--- config.mk ---
export PLATFORM = sky130hd
export DESIGN_NAME = buf_pair_alloc
export DESIGN_NICKNAME = d
export VERILOG_FILES = /design/src/rtl/slot_alloc_pkg.sv /design/src/rtl/slot_alloc_ctrl.sv /design/src/rtl/slot_alloc_state.sv /design/src/rtl/buf_pair_alloc.sv
export SDC_FILE = /design/constraint.sdc
export NUM_CORES = 1
export LEC_CHECK = 0
export BUFFER_PORTS_ARGS = -buffer_cell sky130_fd_sc_hd__buf_4
export CAP_MARGIN = 20
export CELL_PAD_IN_SITES_DETAIL_PLACEMENT = 0
export CELL_PAD_IN_SITES_GLOBAL_PLACEMENT = 1
export CORE_MARGIN = 2
export CORE_UTILIZATION = 25
export DETAILED_ROUTE_END_ITERATION = 12
export PLACE_DENSITY_LB_ADDON = 0.1
export REMOVE_ABC_BUFFERS = 1
export SYNTH_ARGS = -nofsm -noshare
export SYNTH_HDL_FRONTEND = slang
export SYNTH_HIERARCHICAL = 1
export SYNTH_SLANG_ARGS = --single-unit
--- constraint.sdc ---
create_clock -name clk -period 2.5 [get_ports clk]
set_input_delay 0.25 -clock clk [delete_from_list [all_inputs] [get_ports clk]]
set_output_delay 0.25 -clock clk [all_outputs]
set_load 0.03 [all_outputs]
--- src/rtl/slot_alloc_pkg.sv ---
package slot_alloc_pkg;
  localparam int NUM_SLOTS = 2;
  localparam int SLOT_W    = (NUM_SLOTS > 1) ? $clog2(NUM_SLOTS) : 1;

  typedef struct packed {
    logic [NUM_SLOTS-1:0] setBusy;
    logic [NUM_SLOTS-1:0] clrBusy;
    logic                 setPend;
    logic                 clrPend;
    logic                 grant;
    logic [SLOT_W-1:0]    grantIdx;
    logic                 raiseErr;
  } allocStrobes_t;
endpackage

--- src/rtl/slot_alloc_ctrl.sv ---
module slot_alloc_ctrl
  import slot_alloc_pkg::*;
#(
  parameter int REL_W = 2
) (
  input  logic                 reqValid,
  input  logic                 relValid,
  input  logic [REL_W-1:0]     relSlot,
  input  logic [NUM_SLOTS-1:0] busyNow,
  input  logic                 pendNow,
  input  logic                 errNow,
  output allocStrobes_t        strb
);
  localparam logic [31:0] SLOT_LIMIT = 32'(NUM_SLOTS);

  logic                 relInRange;
  logic                 relOk;
  logic                 relBad;
  logic                 handOff;
  logic [SLOT_W-1:0]    relIdx;
  logic [NUM_SLOTS-1:0] relHot;
  logic [NUM_SLOTS-1:0] busyAfter;
  logic                 pendAfter;
  logic                 freeFound;
  logic [SLOT_W-1:0]    freeIdx;
  logic [NUM_SLOTS-1:0] freeHot;

  assign relInRange = ({{(32-REL_W){1'b0}}, relSlot} < SLOT_LIMIT);
  assign relOk      = relValid && relInRange;
  assign relBad     = relValid && !relInRange;
  assign relIdx     = relSlot[SLOT_W-1:0];
  assign handOff    = relOk && pendNow;

  // one-hot decode of the released slot and the picked free slot
  genvar gi;
  generate
    for (gi = 0; gi < NUM_SLOTS; gi++) begin : g_hot
      assign relHot[gi]    = relOk && (relIdx == SLOT_W'(gi));
      assign busyAfter[gi] = busyNow[gi] && !(relHot[gi] && !pendNow);
      assign freeHot[gi]   = freeFound && (freeIdx == SLOT_W'(gi));
    end
  endgenerate

  assign pendAfter = pendNow && !handOff;

  // lowest free index after the release has been applied
  always_comb begin
    freeFound = 1'b0;
    freeIdx   = '0;
    for (int i = NUM_SLOTS - 1; i >= 0; i--) begin
      if (!busyAfter[i]) begin
        freeFound = 1'b1;
        freeIdx   = SLOT_W'(i);
      end
    end
  end

  always_comb begin
    strb = '0;
    if (!errNow) begin
      if (relBad) begin
        strb.raiseErr = 1'b1;
      end else begin
        if (handOff) begin
          strb.grant    = 1'b1;
          strb.grantIdx = relIdx;
          strb.clrPend  = 1'b1;
        end else begin
          strb.clrBusy = relHot;
        end
        if (reqValid) begin
          if (pendAfter) begin
            strb.raiseErr = 1'b1;
          end else if (freeFound) begin
            strb.grant    = 1'b1;
            strb.grantIdx = freeIdx;
            strb.setBusy  = freeHot;
          end else begin
            strb.setPend = 1'b1;
          end
        end
      end
    end
  end
endmodule

--- src/rtl/slot_alloc_state.sv ---
module slot_alloc_state
  import slot_alloc_pkg::*;
(
  input  logic                 clk,
  input  logic                 rst,
  input  allocStrobes_t        strb,
  output logic [NUM_SLOTS-1:0] busyQ,
  output logic                 pendQ,
  output logic                 errQ,
  output logic                 grantQ,
  output logic [SLOT_W-1:0]    grantIdxQ
);
  genvar gi;
  generate
    for (gi = 0; gi < NUM_SLOTS; gi++) begin : g_busy
      always_ff @(posedge clk) begin
        if (rst) begin
          busyQ[gi] <= 1'b0;
        end else if (!strb.raiseErr) begin
          if (strb.setBusy[gi])      busyQ[gi] <= 1'b1;
          else if (strb.clrBusy[gi]) busyQ[gi] <= 1'b0;
        end
      end
    end
  endgenerate

  always_ff @(posedge clk) begin
    if (rst) begin
      pendQ     <= 1'b0;
      errQ      <= 1'b0;
      grantQ    <= 1'b0;
      grantIdxQ <= '0;
    end else begin
      errQ   <= errQ || strb.raiseErr;
      grantQ <= strb.grant && !strb.raiseErr;
      if (strb.grant && !strb.raiseErr) grantIdxQ <= strb.grantIdx;
      if (!strb.raiseErr) begin
        if (strb.setPend)      pendQ <= 1'b1;
        else if (strb.clrPend) pendQ <= 1'b0;
      end
    end
  end
endmodule

--- src/rtl/buf_pair_alloc.sv ---
module buf_pair_alloc
  import slot_alloc_pkg::*;
#(
  parameter int REL_W = 2
) (
  input  logic                 clk,
  input  logic                 rst,
  input  logic                 reqValid,
  input  logic                 relValid,
  input  logic [REL_W-1:0]     relSlot,
  output logic                 grantValid,
  output logic [SLOT_W-1:0]    grantSlot,
  output logic [NUM_SLOTS-1:0] busy,
  output logic                 pendingReq,
  output logic                 errFlag
);
  allocStrobes_t strb;

  slot_alloc_ctrl #(.REL_W(REL_W)) u_ctrl (
    .reqValid (reqValid),
    .relValid (relValid),
    .relSlot  (relSlot),
    .busyNow  (busy),
    .pendNow  (pendingReq),
    .errNow   (errFlag),
    .strb     (strb)
  );

  slot_alloc_state u_state (
    .clk       (clk),
    .rst       (rst),
    .strb      (strb),
    .busyQ     (busy),
    .pendQ     (pendingReq),
    .errQ      (errFlag),
    .grantQ    (grantValid),
    .grantIdxQ (grantSlot)
  );
endmodule

-- Word-level counts from Yosys, hierarchy flattened
Cells that the tools add are included.
- register bits: 6
- bits of input ports: 6
- output and inout port bits: 6
- word-level logic and storage cells: 60
- order comparisons: 1
- mux-type cells: 24
- bitwise logic cells: 3
- reduce and logical (&&, ||, !) cells: 26
- operators by type and width (operator ; number):
    1-bit 2-to-1 mux ; 14
    1-bit logical AND ; 13
    2-bit 2-to-1 mux ; 6
    9-bit 2-to-1 mux ; 1
    8-bit 2-to-1 mux ; 1
    1-bit zero test ; 6
    3-bit 2-to-1 mux ; 2
    2-bit AND reduction ; 3
    2-bit nonzero test ; 3
    1-bit NOT ; 3
    2-bit < comparator, second input constant ; 1
    1-bit logical OR ; 1

-- Depth between registers and ports, before layout
- depth in word-level cells: 17
- gate-level depth with buffers: 6
- depth with buffers taken out: 5

-- By module
The synthesis kept the hierarchy.
- by module, submodules not included (module ; times used ; cells each ; area each (um^2) ; seq. area each (um^2)):
    slot_alloc_state ; 1 ; 26 ; 245.2 ; 120.1
    slot_alloc_ctrl ; 1 ; 35 ; 240.2 ; 0.0

-- Least setup slack after synthesis
OpenSTA, ideal clock, no wires.
- path type: flip-flop to flip-flop
- from: register u_state.pendQ
- to: register u_state.grantIdxQ
- arrival time: 1476 ps
- required time: 2382 ps
- path slack: 906 ps
- cell stages (with the launch flop): 6
- path buffers: 1
- cells stage by stage: dfxtp_1 buf_4 nand3b_1 a21oi_1 nand4bb_1 o21ai_1
- RTL lines (element ; RTL line ; text):
    start, declared ; slot_alloc_state.sv:8 ; output logic pendQ,
    start signal, assigned ; slot_alloc_state.sv:29 ; pendQ <= 1'b0;
    start signal, assigned ; slot_alloc_state.sv:38 ; if (strb.setPend) pendQ <= 1'b1;
    start signal, assigned ; slot_alloc_state.sv:39 ; else if (strb.clrPend) pendQ <= 1'b0;
    end signal, assigned ; slot_alloc_state.sv:36 ; if (strb.grant && !strb.raiseErr) grantIdxQ <= strb.grantIdx;
    end, declared ; slot_alloc_state.sv:11 ; output logic [SLOT_W-1:0] grantIdxQ

==> summary.md <==
| Metric | Value |
|---|---|
| Longest Clk Path Bufs | `2` |
| Slew @ Worst Pin | `636.2 ps` |
| Multiplexer area fraction after synthesis | `0%` |
| Post-synth design cell area | `485.5 um2` |
| Gr ovfl total | `0` |
| Fraction of registers with async set or reset after synthesis | `0%` |
| Ant diodes | `0` |
| Worst slew margin relative to its limit | `57.58%` |
| Drt first pass iters | `4` |
| WP data arrival | `1790 ps` |
| Post-synthesis area per instance | `7.958 um2` |
| Overall via count from detail_route | `448` |
| Setup repair after global routing missed its margin | `false` |
| Final HPWL DP | `830.3 um` |
| Combinational power share | `24.6%` |
| Final RePlAce weighted congestion | `0.7419` |
| Count of flip-flops with a built-in enable after synthesis | `0` |
| Number of distinct library cells after synthesis | `28` |
| Initial cell density of the core | `27.23%` |
| Number of buffers inserted during clock tree synthesis | `3` |
| VDD IR-drop max | `0.1168 mV` |
| Synth Area in Simple Gates | `43.56%` |
| Prevailing post-synth register cell | `sky130_fd_sc_hd__dfxtp_1` |
| Number of levels in the clock H-tree | `1` |
| Clock Skews | `2.387 ps` |
| Post-CTS Hold Fix Bufs | `0` |
| Wire length of the first global-routing pass | `1.787 mm` |
| Final hold violations | `0` |
| Internal portion of total power | `0.0001837 W` |
| Via count of the first global-routing pass | `384` |
| Main combinational cell family by area after synthesis | `simple AND/OR/NAND/NOR gates` |
| Total track usage | `11.58%` |
| Filler Cell Count | `197` |
| Post-route ant nets | `0` |
| Highest achievable clock rate | `0.6025 GHz` |
| Register area share after synthesis | `24.74%` |
| Synth top area share | `24.74%` |
| Post-synthesis cell type with the largest combined area | `sky130_fd_sc_hd__dfxtp_1` |
| Setup-failing EPs final | `0` |
| Adder and majority gate portion of the synthesized area | `0%` |
| Aggregate routed wire length | `1.129 mm` |
| Fraction of final layout cells sized beyond drive strength 1 | `26.39%` |
| Hold Path Class | `in2reg` |
| Max-slew violation total from the final report | `0` |
| Worst Setup Start Kind | `register` |
| Share of the synthesized netlist area taken by xor and xnor gates | `0%` |
| Final critical-path share of the clock period | `66.39%` |
| Antenna violations before repair | `0` |
| Cell Pwr Density | `437.2 mW/mm2` |
| Post-CTS Setup Inserts | `0` |
| Total of max-cap violations | `0` |
| Core Box Area | `0.001783 mm2` |
| Root Driver | `sky130_fd_sc_hd__clkbuf_4` |
| Clk Latency, worst-skew pair | `240 ps` |
| P&R area growth vs syn | `23.20%` |
| Die span in x | `48.07 um` |
| Most numerous cell types in the synthesized netlist | `sky130_fd_sc_hd__nand2b_1 (7), sky130_fd_sc_hd__dfxtp_1 (6), sky130_fd_sc_hd__inv_1 (5), sky130_fd_sc_hd__nor2b_1 (4), sky130_fd_sc_hd__o21ai_1 (4)` |
| Area enclosed by the die boundary | `0.002310 mm2` |
| Endpoint class of the critical path | `register` |
| Pin count of the biggest net entering global routing | `14` |
| Portion of total power attributed to the clock network | `34.2%` |
| Synthesis warning total | `6` |
| Cts repair resizes | `0` |
| Port-buffer cells | `11` |
| Worst slack on hold paths | `237.6 ps` |
| Top-level I/O count | `12` |
| Average wire per standard cell | `11.64 um` |
| Total negative slack for setup checks | `0 ps` |
| Cell with the most instances after synthesis | `sky130_fd_sc_hd__nand2b_1` |
| Fraction of power consumed by sequential logic | `41.2%` |
| DRC | `0` |
| CTS tree | `done` |
| Worst EP required | `2630 ps` |
| Final nets | `80` |
| Routed vias/inst | `4.619` |
| Static Leakage | `0.2214 nW` |
| Post-Synthesis Cells | `61` |
| Area fraction in compound gates after synthesis | `22.94%` |
| Num Clock Sinks | `6` |
| Net switching component of the power | `0.00007779 W` |
| Status | `complete, no violations` |
| Synth top area cells | `sky130_fd_sc_hd__dfxtp_1 (25%), sky130_fd_sc_hd__nand2b_1 (9.0%), sky130_fd_sc_hd__o32ai_1 (5.4%)` |
| Die Ht | `48.07 um` |
| Largest fanout on the critical path | `13` |
| Site Rows | `15` |
| Number of storage elements in the synthesis netlist | `6` |
| Detailed Route Iter0 Violations | `6` |
| Critical path start-end classification | `reg2reg` |
| Time the worst path needs with I/O delays and setup | `1660 ps` |
| Switching part of the total | `29.75%` |
| Clock-pin transition on the worst setup and hold timing paths | `50 ps` |
-- layout by cell type (no fill, tap or decap) --
cell type,count
sky130_fd_sc_hd__buf_4,11
sky130_fd_sc_hd__nand2b_1,7
sky130_fd_sc_hd__dfxtp_1,6
sky130_fd_sc_hd__inv_1,5
sky130_fd_sc_hd__o21ai_1,4
sky130_fd_sc_hd__nor2b_1,4
sky130_fd_sc_hd__clkbuf_4,3
sky130_fd_sc_hd__nor2_1,3
sky130_fd_sc_hd__nand2_1,3
sky130_fd_sc_hd__a21oi_1,3
sky130_fd_sc_hd__nand3b_1,3
sky130_fd_sc_hd__o32ai_1,3
sky130_fd_sc_hd__nor3b_1,2
sky130_fd_sc_hd__o21bai_1,2
sky130_fd_sc_hd__and2b_4,1
sky130_fd_sc_hd__nor3_1,1
sky130_fd_sc_hd__nor4_1,1
sky130_fd_sc_hd__nor4b_2,1
sky130_fd_sc_hd__a211oi_1,1
sky130_fd_sc_hd__a22oi_1,1
sky130_fd_sc_hd__and4b_1,1
sky130_fd_sc_hd__or2_1,1
sky130_fd_sc_hd__a21o_1,1
sky130_fd_sc_hd__nand3_2,1
sky130_fd_sc_hd__a211oi_2,1
sky130_fd_sc_hd__nor2b_2,1
sky130_fd_sc_hd__nand4bb_1,1
-- path summary, 6_finish.rpt --
kind	startpoint	endpoint	slack (ps)	cells after the start
setup reg to reg	u_state/pendQ	u_state/grantIdxQ	840	4
hold / removal	rst	u_state/errQ	240	2
setup / recovery	u_state/pendQ	u_state/grantIdxQ	840	4
hold reg to reg	u_state/grantIdxQ	u_state/grantIdxQ	470	2
-- worst max-delay path, stage by stage (launching register included) --
cell                        delay (ps)
sky130_fd_sc_hd__dfxtp_1           580
sky130_fd_sc_hd__nand3b_1          150
sky130_fd_sc_hd__a21oi_1           530
sky130_fd_sc_hd__nand4bb_1         210
sky130_fd_sc_hd__o21ai_1            70
-- final cells by class --
cell class,count,area [um2],share of cell area [%]
multi-input combinational,47,322.8,53.97
tap,25,31.28,5.230
inverter,5,18.77,3.138
sequential,6,120.1,20.08
timing repair buffer,11,82.58,13.81
clock buffer,3,22.52,3.766
-- flip-flops by register name, summed over array words and instances (netlist names) --
register and cells:
u_state/errQ 1, u_state/busyQ 2, u_state/grantQ 1, u_state/pendQ 1, u_state/grantIdxQ 1
-- kinds of logic (layout without fill, tap and decap cells) --
| group | count (synthesis) | in the layout |
|---|---|---|
| buf+inv | 8 | 19 |
| simple gates | 31 | 31 |
| compound gates | 16 | 16 |
| flops | 6 | 6 |
-- power groups by stage --
| stage | combinational, W | clock [W] | sequential (W) |
|---|---|---|---|
| after floorplan | 0.0000311 | 0 | 0.000116 |
| after global placement | 0.0000656 | 0 | 0.000110 |
| after detailed placement | 0.0000642 | 0 | 0.000110 |
| after CTS | 0.0000644 | 0.0000935 | 0.000108 |
| after global routing | 0.0000709 | 0.0000990 | 0.000108 |
| final | 0.0000644 | 0.0000893 | 0.000108 |
-- per-stage QoR --
step	cell area, um2	util, %	instances	worst slack, ps	total power, W
after floorplan	461.7	-	58	895.2	0.0001474
after global placement	575.6	32.28	94	882.8	0.0001759
after detailed placement	575.6	32.28	94	876.0	0.0001737
after CTS	598.1	33.54	97	864.7	0.0002659
after global routing	598.1	33.54	97	682.8	0.0002784
final	598.1	33.54	97	840.4	0.0002615
-- routing by layer --
| layer | up-vias | routed length [um] | GRT usage [%] |
|---|---|---|---|
| met5 | - | 0 | 0 |
| met4 | 0 | 0 | 6.486 |
| met3 | 0 | 42 | 2.642 |
| met2 | 9 | 494 | 14.93 |
| met1 | 202 | 592 | 17.19 |
| li1 | 237 | - | - |
Power figures use the tool's default switching activity.
